**config.mk**
```make
export PLATFORM = sky130hd
export DESIGN_NAME = ipi_dest_resolver
export DESIGN_NICKNAME = d
export VERILOG_FILES = /design/src/rtl/ipi_pkg.sv /design/src/rtl/ipi_match.sv /design/src/rtl/ipi_rr_table.sv /design/src/rtl/ipi_dest_resolver.sv
export SDC_FILE = /design/constraint.sdc
export NUM_CORES = 1
export LEC_CHECK = 0
export BUFFER_PORTS_ARGS = -buffer_cell sky130_fd_sc_hd__buf_2
export CORE_MARGIN = 2
export CORE_UTILIZATION = 45
export CTS_CLUSTER_SIZE = 25
export DETAILED_ROUTE_END_ITERATION = 8
export PLACE_DENSITY = 0.66
export SETUP_SLACK_MARGIN = 0.15
export SLEW_MARGIN = 20
export SYNTH_ARGS = -nofsm -noshare
export SYNTH_HDL_FRONTEND = slang
export SYNTH_HIERARCHICAL = 1
export SYNTH_SLANG_ARGS = --single-unit
```
**constraint.sdc**
```tcl
create_clock -name clk -period 8.7 [get_ports clk]
set_input_delay 1.74 -clock clk [delete_from_list [all_inputs] [get_ports clk]]
set_output_delay 1.74 -clock clk [all_outputs]
set_load 0.05 [all_outputs]
```
**src/rtl/ipi_pkg.sv**
```systemverilog
package ipi_pkg;
  localparam int CMD_W      = 32;
  localparam int VEC_W      = 8;
  localparam int NVEC       = 1 << VEC_W;
  localparam int MODE_LSB   = 8;
  localparam int DMODE_BIT  = 11;
  localparam int STATUS_BIT = 12;
  localparam int SH_LSB     = 18;
  localparam logic [2:0] MODE_LOWEST = 3'd1;

  typedef enum logic [1:0] {
    SH_NONE   = 2'd0,
    SH_SELF   = 2'd1,
    SH_ALL    = 2'd2,
    SH_OTHERS = 2'd3
  } shorthand_e;

  typedef struct packed {
    logic [VEC_W-1:0] vector;
    logic [2:0]       mode;
    logic             logical;
    shorthand_e       sh;
  } ipi_cmd_t;

  function automatic ipi_cmd_t unpack_cmd(input logic [CMD_W-1:0] w);
    ipi_cmd_t c;
    c.vector  = w[VEC_W-1:0];
    c.mode    = w[MODE_LSB +: 3];
    c.logical = w[DMODE_BIT];
    c.sh      = shorthand_e'(w[SH_LSB +: 2]);
    return c;
  endfunction

  // destination-field match for one agent
  function automatic logic addr_match(input logic [7:0] pid, input logic [7:0] lid,
                                      input logic [7:0] dest, input logic logical,
                                      input logic cluster);
    if (!logical) return pid == dest;
    if (!cluster) return (lid & dest) != 8'h00;
    return (lid[7:4] == dest[7:4]) && ((lid[3:0] & dest[3:0]) != 4'h0);
  endfunction
endpackage

```
**src/rtl/ipi_match.sv**
```systemverilog
module ipi_match
  import ipi_pkg::*;
#(
  parameter int N_AGENTS = 4,
  parameter int IDX_W    = $clog2(N_AGENTS)
) (
  input  ipi_cmd_t              cmd,
  input  logic [7:0]            dest,
  input  logic [IDX_W-1:0]      sender,
  input  logic [8*N_AGENTS-1:0] pid,
  input  logic [8*N_AGENTS-1:0] lid,
  input  logic [N_AGENTS-1:0]   cluster,
  input  logic [N_AGENTS-1:0]   ready,
  output logic [N_AGENTS-1:0]   match
);
  for (genvar g = 0; g < N_AGENTS; g++) begin : g_agent
    logic hit;
    always_comb begin
      unique case (cmd.sh)
        SH_NONE:   hit = addr_match(pid[8*g +: 8], lid[8*g +: 8], dest,
                                    cmd.logical, cluster[g]);
        SH_SELF:   hit = (sender == IDX_W'(g));
        SH_ALL:    hit = 1'b1;
        SH_OTHERS: hit = (sender != IDX_W'(g));
        default:   hit = 1'b0;
      endcase
    end
    assign match[g] = hit & ready[g];
  end
endmodule

```
**src/rtl/ipi_rr_table.sv**
```systemverilog
module ipi_rr_table
  import ipi_pkg::*;
#(
  parameter int N_AGENTS = 4,
  parameter int IDX_W    = $clog2(N_AGENTS)
) (
  input  logic                  clk,
  input  logic                  rst_n,
  input  logic [VEC_W-1:0]      vec,
  input  logic [N_AGENTS-1:0]   cand,
  input  logic                  update,
  output logic [N_AGENTS-1:0]   pick,
  output logic                  found
);
  logic [IDX_W-1:0] ptr_q [NVEC];
  logic [IDX_W-1:0] start, pick_idx;

  function automatic logic [IDX_W-1:0] step(input logic [IDX_W-1:0] base, input int k);
    return IDX_W'((int'(base) + k) % N_AGENTS);
  endfunction

  assign start = ptr_q[vec];

  always_comb begin
    found    = 1'b0;
    pick_idx = start;
    for (int k = 1; k <= N_AGENTS; k++) begin
      if (!found && cand[step(start, k)]) begin
        found    = 1'b1;
        pick_idx = step(start, k);
      end
    end
  end

  assign pick = found ? (N_AGENTS'(1) << pick_idx) : '0;

  always_ff @(posedge clk or negedge rst_n) begin
    if (!rst_n) begin
      for (int v = 0; v < NVEC; v++) ptr_q[v] <= '0;
    end else if (update && found) begin
      ptr_q[vec] <= pick_idx;
    end
  end
endmodule

```
**src/rtl/ipi_dest_resolver.sv**
```systemverilog
module ipi_dest_resolver
  import ipi_pkg::*;
#(
  parameter int N_AGENTS = 4,
  localparam int IDX_W   = $clog2(N_AGENTS)
) (
  input  logic                  clk,
  input  logic                  rst_n,
  input  logic                  cmd_lo_wr,
  input  logic [CMD_W-1:0]      cmd_lo_wdata,
  input  logic                  cmd_hi_wr,
  input  logic [7:0]            cmd_hi_dest,
  input  logic [IDX_W-1:0]      sender_id,
  input  logic [8*N_AGENTS-1:0] agent_pid,
  input  logic [8*N_AGENTS-1:0] agent_lid,
  input  logic [N_AGENTS-1:0]   agent_cluster,
  input  logic [N_AGENTS-1:0]   agent_ready,
  output logic [CMD_W-1:0]      cmd_lo_rdata,
  output logic [7:0]            dest_q,
  output logic [N_AGENTS-1:0]   target_mask,
  output logic                  done
);
  ipi_cmd_t              cmd_now;
  logic [N_AGENTS-1:0]   match_vec, rr_pick, next_mask;
  logic                  is_lowest, lp_allowed, rr_found, rr_update;
  logic                  res_lowest;

  assign cmd_now    = unpack_cmd(cmd_lo_wdata);
  assign is_lowest  = (cmd_now.mode == MODE_LOWEST);
  assign lp_allowed = is_lowest && cmd_now.logical;
  assign rr_update  = cmd_lo_wr && lp_allowed;

  ipi_match #(.N_AGENTS(N_AGENTS), .IDX_W(IDX_W)) u_match (
    .cmd(cmd_now), .dest(dest_q), .sender(sender_id),
    .pid(agent_pid), .lid(agent_lid), .cluster(agent_cluster),
    .ready(agent_ready), .match(match_vec)
  );

  ipi_rr_table #(.N_AGENTS(N_AGENTS), .IDX_W(IDX_W)) u_rr (
    .clk(clk), .rst_n(rst_n), .vec(cmd_now.vector), .cand(match_vec),
    .update(rr_update), .pick(rr_pick), .found(rr_found)
  );

  always_comb begin
    if (!is_lowest)       next_mask = match_vec;
    else if (lp_allowed)  next_mask = rr_pick;
    else                  next_mask = '0;
  end

  always_ff @(posedge clk or negedge rst_n) begin
    if (!rst_n) begin
      dest_q       <= '0;
      cmd_lo_rdata <= '0;
      target_mask  <= '0;
      done         <= 1'b0;
      res_lowest   <= 1'b0;
    end else begin
      done <= cmd_lo_wr;
      if (cmd_hi_wr) dest_q <= cmd_hi_dest;
      if (cmd_lo_wr) begin
        cmd_lo_rdata             <= cmd_lo_wdata;
        cmd_lo_rdata[STATUS_BIT] <= 1'b0;
        target_mask              <= next_mask;
        res_lowest               <= is_lowest;
      end
    end
  end
endmodule

```
After elaboration in Yosys (flattened, before gate mapping)
Index checks and enable logic that the tools add are counted.
{"block": "totals", "output_inout_bits": 45, "ff_bits": 556, "input_bits": 118}
{"block": "classes", "eq_ne": 18, "muxes": 59, "magnitude_cmp": 6, "n_reduce_logical": 25, "shifts": 1, "n_bitwise": 13, "addsub": 4}
{"operator": "$bwmux 512", "n": 1}
{"operator": "$mux 1", "n": 38}
{"operator": "$and 8x8->8", "n": 4}
{"operator": "$eq 8x8->1", "n": 4}
{"operator": "$reduce_bool 8->1", "n": 4}
{"operator": "$and 4x4->4", "n": 4}
{"operator": "$bmux 2 s8", "n": 1}
{"operator": "$demux 2 s8", "n": 1}
{"operator": "$eq 4x4->1", "n": 4}
{"operator": "$pmux 1 s4", "n": 4}
{"operator": "$reduce_bool 4->1", "n": 4}
{"operator": "$mux 2", "n": 7}
{"operator": "$lt 2x3->1 const B", "n": 4}
{"operator": "$mux 4", "n": 3}
{"operator": "$logic_and 1x1->1", "n": 11}
{"operator": "$ge 9x9->1 const B", "n": 1}
{"operator": "$lt 9x1->1 const B", "n": 1}
{"operator": "$not 8->9", "n": 1}
{"operator": "$bmux 1 s2", "n": 4}
{"operator": "$eq 2x2->1 const B", "n": 4}
{"operator": "$add 2x1->2 const B", "n": 2}
{"operator": "$add 2x2->2 const B", "n": 2}
{"operator": "$and 1x1->1", "n": 4}
{"operator": "$eq 2x1->1 const B", "n": 2}
{"operator": "7 further kinds", "n": 11}

Longest topological paths before layout
{"block": "logic_depth", "word_depth": 24, "depth_mapped": 18, "ltp_nobuf": 13}

By module
Netlist, hierarchy kept.
{"module": "ipi_rr_table", "area_per_inst_um2": 24026.8, "seq_area_each_um2": 12812.3, "cells_each": 2292, "instances": 1}
{"module": "ipi_dest_resolver", "area_per_inst_um2": 1686.6, "seq_area_each_um2": 1101.1, "cells_each": 108, "instances": 1}
{"module": "ipi_match", "area_per_inst_um2": 918.4, "seq_area_each_um2": 0.0, "cells_each": 111, "instances": 1}

Worst setup path after synthesis
Ideal clock, no wire load.
{"block": "synth_path", "path_type": "input to register", "start": "input cmd_lo_wdata[0]", "end": "register target_mask[3]", "arrival_time_ps": 4809, "required_ps": 8570, "path_buffers": 4, "cell_stages": 14, "setup_ps": 130, "path_slack_ps": 3761, "path_cell_list": "buf_2 buf_4 mux4_2 mux4_2 a211o_1 a2111oi_0 a311oi_1 o21a_1 nor3_4 buf_2 buf_4 a21oi_1 nand3_1 a31oi_1"}
{"block": "synth_via", "elab_chain_len": 21, "word_cells_on_any_way": 34, "classes_between": "4 x add/sub; 1 x shift; 22 x mux; 1 x bitwise; 6 x reduce/logical"}
{"item": "start, declared", "line": "ipi_dest_resolver.sv:10", "rtl": "input logic [CMD_W-1:0] cmd_lo_wdata,"}
{"item": "$not 8->9 (not written as such) *", "line": "ipi_rr_table.sv:22", "rtl": "assign start = ptr_q[vec];"}
{"item": "$bmux 2 s8 *", "line": "ipi_rr_table.sv:22"}
{"item": "$mux 2 (not written as such) * (2 in a row)", "line": "ipi_rr_table.sv:22"}
{"item": "$add 2x1->2", "line": "ipi_rr_table.sv:19", "rtl": "return IDX_W'((int'(base) + k) % N_AGENTS);"}
{"item": "$bmux 1 s2", "line": "ipi_rr_table.sv:28", "rtl": "if (!found && cand[step(start, k)]) begin"}
{"item": "$mux 1 (not written as such)", "line": "ipi_rr_table.sv:28"}
{"item": "$mux 1", "line": "ipi_rr_table.sv:28"}
{"item": "$logic_not 1->1", "line": "ipi_rr_table.sv:28"}
{"item": "[... 5 more ...]"}
{"item": "$logic_not 1->1", "line": "ipi_rr_table.sv:28"}
{"item": "$logic_and 1x1->1", "line": "ipi_rr_table.sv:28"}
{"item": "$mux 2", "line": "ipi_rr_table.sv:28"}
{"item": "$shl 1x2->4", "line": "ipi_rr_table.sv:35", "rtl": "assign pick = found ? (N_AGENTS'(1) << pick_idx) : '0;"}
{"item": "$mux 4 *", "line": "ipi_rr_table.sv:35"}
{"item": "via rr_pick[3]", "line": "ipi_dest_resolver.sv:24", "rtl": "logic [N_AGENTS-1:0] match_vec, rr_pick, next_mask;"}
{"item": "$mux 4 *", "line": "ipi_dest_resolver.sv:46", "rtl": "else if (lp_allowed) next_mask = rr_pick;"}
{"item": "$mux 4 *", "line": "ipi_dest_resolver.sv:45", "rtl": "if (!is_lowest) next_mask = match_vec;"}
{"item": "end signal, assigned", "line": "ipi_dest_resolver.sv:63", "rtl": "target_mask <= next_mask;"}
{"item": "end, declared", "line": "ipi_dest_resolver.sv:20", "rtl": "output logic [N_AGENTS-1:0] target_mask,"}
Mark *: on every way through the listed nets, which the timed path passes. The rest lies on a longest branch. The select of a mux whose other input is x is not followed.
A chain may end at the register's enable or synchronous reset.

Final worst setup path
{"block": "layout_path", "start": "input cmd_lo_wdata[0]", "end": "register u_rr/ptr_q[500] (netlist bit)"}
{"block": "layout_via", "elab_chain_len": 18, "word_cells_on_any_way": 37, "classes_between": "4 x add/sub; 2 x order compare; 22 x mux; 1 x bitwise; 8 x reduce/logical"}
{"item": "$not 8->9 (not written as such) *", "line": "ipi_rr_table.sv:22, ipi_rr_table.sv:41"}
{"item": "$bmux 2 s8", "line": "ipi_rr_table.sv:22"}
{"item": "$mux 2 (not written as such) (2 in a row)", "line": "ipi_rr_table.sv:22"}
{"item": "$add 2x1->2", "line": "ipi_rr_table.sv:19"}
{"item": "$bmux 1 s2", "line": "ipi_rr_table.sv:28"}
{"item": "$mux 1 (not written as such)", "line": "ipi_rr_table.sv:28"}
{"item": "$mux 1", "line": "ipi_rr_table.sv:28"}
{"item": "$logic_not 1->1", "line": "ipi_rr_table.sv:28"}
{"item": "$logic_and 1x1->1", "line": "ipi_rr_table.sv:28"}
{"item": "$mux 1", "line": "ipi_rr_table.sv:28"}
{"item": "$logic_not 1->1", "line": "ipi_rr_table.sv:28"}
{"item": "$logic_and 1x1->1", "line": "ipi_rr_table.sv:28"}
{"item": "$mux 1", "line": "ipi_rr_table.sv:28"}
{"item": "$logic_not 1->1", "line": "ipi_rr_table.sv:28"}
{"item": "$logic_and 1x1->1", "line": "ipi_rr_table.sv:28"}
{"item": "$mux 2 or $mux 1 (tied branches)", "line": "ipi_rr_table.sv:28"}
{"item": "$bwmux 512 or $logic_and 1x1->1 (tied branches)", "line": "ipi_rr_table.sv:41, ipi_rr_table.sv:40"}
{"item": "end signal, assigned by index", "line": "ipi_rr_table.sv:41", "rtl": "ptr_q[vec] <= pick_idx;"}
{"item": "end, declared", "line": "ipi_rr_table.sv:15", "rtl": "logic [IDX_W-1:0] ptr_q [NVEC];"}
Mark *: on every way between the ends. The rest lies on a longest branch, timed or not. The select of a mux whose other input is x is not followed.

==> impl_metrics.ini <==
[run_status]
outcome = complete, no violations

[global_routing]
grt_usage = 0.242
grt_pass1_wl_um = 115000
overflow = 0
grt_pass1_vias = 19700
grt_start_max_net_pins = 158
antenna_found_initial = 1

[hold_path]
whs_path_depth = 2
holdCritPathClass = reg -> reg

[clocking]
root_buffer = clkbuf_16
ctsHoldBuffers = 0
h-tree-depth = 2
cts_buffers = 58
cts_buffer_depth = 3
clkTransAtPathRegs_ns = 0.06
cts_resized = 0
worstSkewPairLatency_ns = 0.63
cts_tree = built
clock-sinks = 556
cts_setup_buffers = 0

[worst_setup_path]
critPathKind = in -> reg
slowest_delay_ns = 0.67
r2r_cells = 13
crit_chain = buf_6 -> buf_4 -> mux4_2 -> mux2i_1 -> a31oi_1 -> and3_1 -> a211o_1 -> o22ai_4 -> mux2i_1 -> a211oi_4 -> buf_4 -> o21ai_0
cp.arrival_ns = 6.52
end_kind = register
r2r_slack_ns = 3.63
slowest_stage = buf_4
worst_ep_required_time_ns = 9.17
worstSetupStartpointType = input pin
cp_max_fo = 73

[synthesis]
synth_nets = 2645
syn_inst = 2511
syn_area_mm2 = 0.0266
synth_ff_type = dfrtp_1
synth-edff-count = 0
ys_types = 63
async_flop_share = 1.00
synth_seq_cells = 556
synth-seq-area-share = 0.522
synth_area_per_cell_um2 = 10.6
ys_warn_count = 6

[final_layout]
fillerInstances = 5242
finalNetCount = 2683
fin_area_mm2 = 0.0298
n_antenna_cell = 0
area.growth.synth_to_final_pct = 12.0
drive_above_1_share = 0.197

[floorplanning]
dieArea_mm2 = 0.0611
core-area_mm2 = 0.0588
die_y_um = 247
die_w_um = 247
num_io_pins = 163
start_util = 0.453
rows = 89

[timing]
fin_crit_sh = 0.696
timing.fmax_ghz = 0.165
worst_slew_pin_slew_ns = 1.10
tns_ns = 0
slew_headroom = 0.264
rsz0062_at_grt = no
setup-violations-final = 0
finalHoldViolCount = 0
drv_slew = 0
worst_clock_skew_ns = 0.0246
min_period_ns = 6.06

[placement]
portBuffers = 160
gp_congestion = 0.831
hpwl_um = 45500
postPlaceCellArea_mm2 = 0.0279

[pwr]
power_density_mw_per_mm2 = 194
power_leakage_nw = 13.1
total_power_mw = 5.80
ir_drop_mv = 0.150

[route]
dr.pass1.iters = 6
drc = 0
vias_per_cell = 6.13
vias = 20700
dr.first_iter.drc_count = 2458
ant_nets = 0
routedWlPerCell_um = 22.1
drt_wl_total_um = 74400

[flow_run]
drv_cap = 0
## metrics by stage
| step | cells | hold WS, ns | setup WS (ns) | utilization |
|---|---|---|---|---|
| after global placement | 3262 | 0.457 | 2.14 | 0.474 |
| after detailed placement | 3262 | 0.465 | 2.01 | 0.474 |
| after global routing | 3369 | 0.494 | 2.33 | 0.507 |
| after floorplan | 2511 | 0.444 | 3.76 | - |
| final | 3369 | 0.476 | 2.64 | 0.507 |
| after CTS | 3369 | 0.479 | 2.70 | 0.507 |
## worst paths after layout
check | endpoint | from
setup / recovery | u_rr/ptr_q[500]$_DFFE_PN0P_ | cmd_lo_wdata[0]
hold / removal | u_rr/ptr_q[410]$_DFFE_PN0P_ | u_rr/ptr_q[410]$_DFFE_PN0P_
setup reg to reg | u_rr/ptr_q[465]$_DFFE_PN0P_ | dest_q[4]$_DFFE_PN0P_
hold reg to reg | u_rr/ptr_q[410]$_DFFE_PN0P_ | u_rr/ptr_q[410]$_DFFE_PN0P_
max in group asynchronous | u_rr/ptr_q[240]$_DFFE_PN0P_ | rst_n
min in group asynchronous | u_rr/ptr_q[33]$_DFFE_PN0P_ | rst_n
## worst max-delay path, delay by kind of cell
kind                   cells  cell delay, ns
AOI/OAI and AO/OA          5            1.47
buffers and inverters      3            1.86
muxes                      3            1.02
and+or+nand+nor            1            0.23
## metal layers
layer | vias to the layer above | part of all wire | global-route usage
met5 | - | 0 | 0
met4 | 0 | 0.032 | 0.0807
met3 | 130 | 0.073 | 0.0447
met2 | 820 | 0.47 | 0.379
met1 | 10300 | 0.42 | 0.340
li1 | 9353 | - | -
## synth_stat cells (5+ instances only)
master / n / area (µm²)
ha_1: 16 / 200
nor2_1: 319 / 1200
mux2_2: 47 / 529
a22oi_1: 29 / 218
buf_2: 53 / 265
nand4_1: 8 / 50.1
nor2b_1: 9 / 56.3
nand3_1: 22 / 110
mux2i_1: 55 / 551
buf_4: 40 / 300
a22o_1: 9 / 78.8
a221oi_1: 9 / 78.8
nand2b_1: 15 / 93.8
buf_1: 6 / 22.5
dfrtp_1: 556 / 13900
xnor2_1: 30 / 263
xor2_1: 5 / 43.8
a21oi_1: 458 / 2290
and2_1: 5 / 31.3
o21ai_0: 77 / 385
buf_6: 7 / 78.8
clkbuf_1: 134 / 503
mux4_2: 111 / 2500
nor4_1: 5 / 31.3
nor3_1: 12 / 60.1
inv_1: 7 / 26.3
a31oi_1: 273 / 1710
o211ai_1: 6 / 45.0
a211oi_1: 5 / 37.5
nand2_1: 125 / 469
## cells in the final DEF (no fill, tap or decap), drive strengths merged, types with 19 or more instances in the layout
cell / n
a21oi: 458
dfrtp: 556
clkinv: 19
mux2: 47
mux4: 111
a22oi: 29
a31oi: 273
xnor2: 31
nand2: 125
clkbuf: 82
mux2i: 55
buf: 218
nor2: 319
nand3: 22
o21ai: 77
## state kept, by name, summed over array words and instances (netlist names)
register      cells
u_rr/ptr_q      512
cmd_lo_rdata     31
done              1
target_mask       4
dest_q            8
## where the power goes
part           switching [mW]  leakage (nW)  internal, mW
Sequential             0.0330          7.66          2.62
Clock                    1.05         0.961          1.44
Combinational           0.482          4.49         0.174
## final cells by class
type | instances | area, µm² | share of cell area
Tap cell | 773 | 967 | 0.0324
Sequential cell | 556 | 13900 | 0.466
Inverter | 7 | 26.3 | 0.000881
Multi-Input combinational cell | 1707 | 11700 | 0.391
Clock buffer | 81 | 1690 | 0.0566
Timing Repair Buffer | 219 | 1340 | 0.0450
Clock inverter | 26 | 236 | 0.00793
## cell families (layout without fill, tap and decap cells)
family	Yosys count	in the layout	synth area share
buffers and inverters	248	333	0.0451
and+or+nand+nor	543	543	0.0859
muxes	213	213	0.134
xor gates and xnor gates	36	36	0.0121
DFF	556	556	0.522
AOI/OAI and AO/OA	898	898	0.192
adders and majority gates	16	16	0.00752
other	1	1	0.000141
Power figures use the tool's default switching activity.
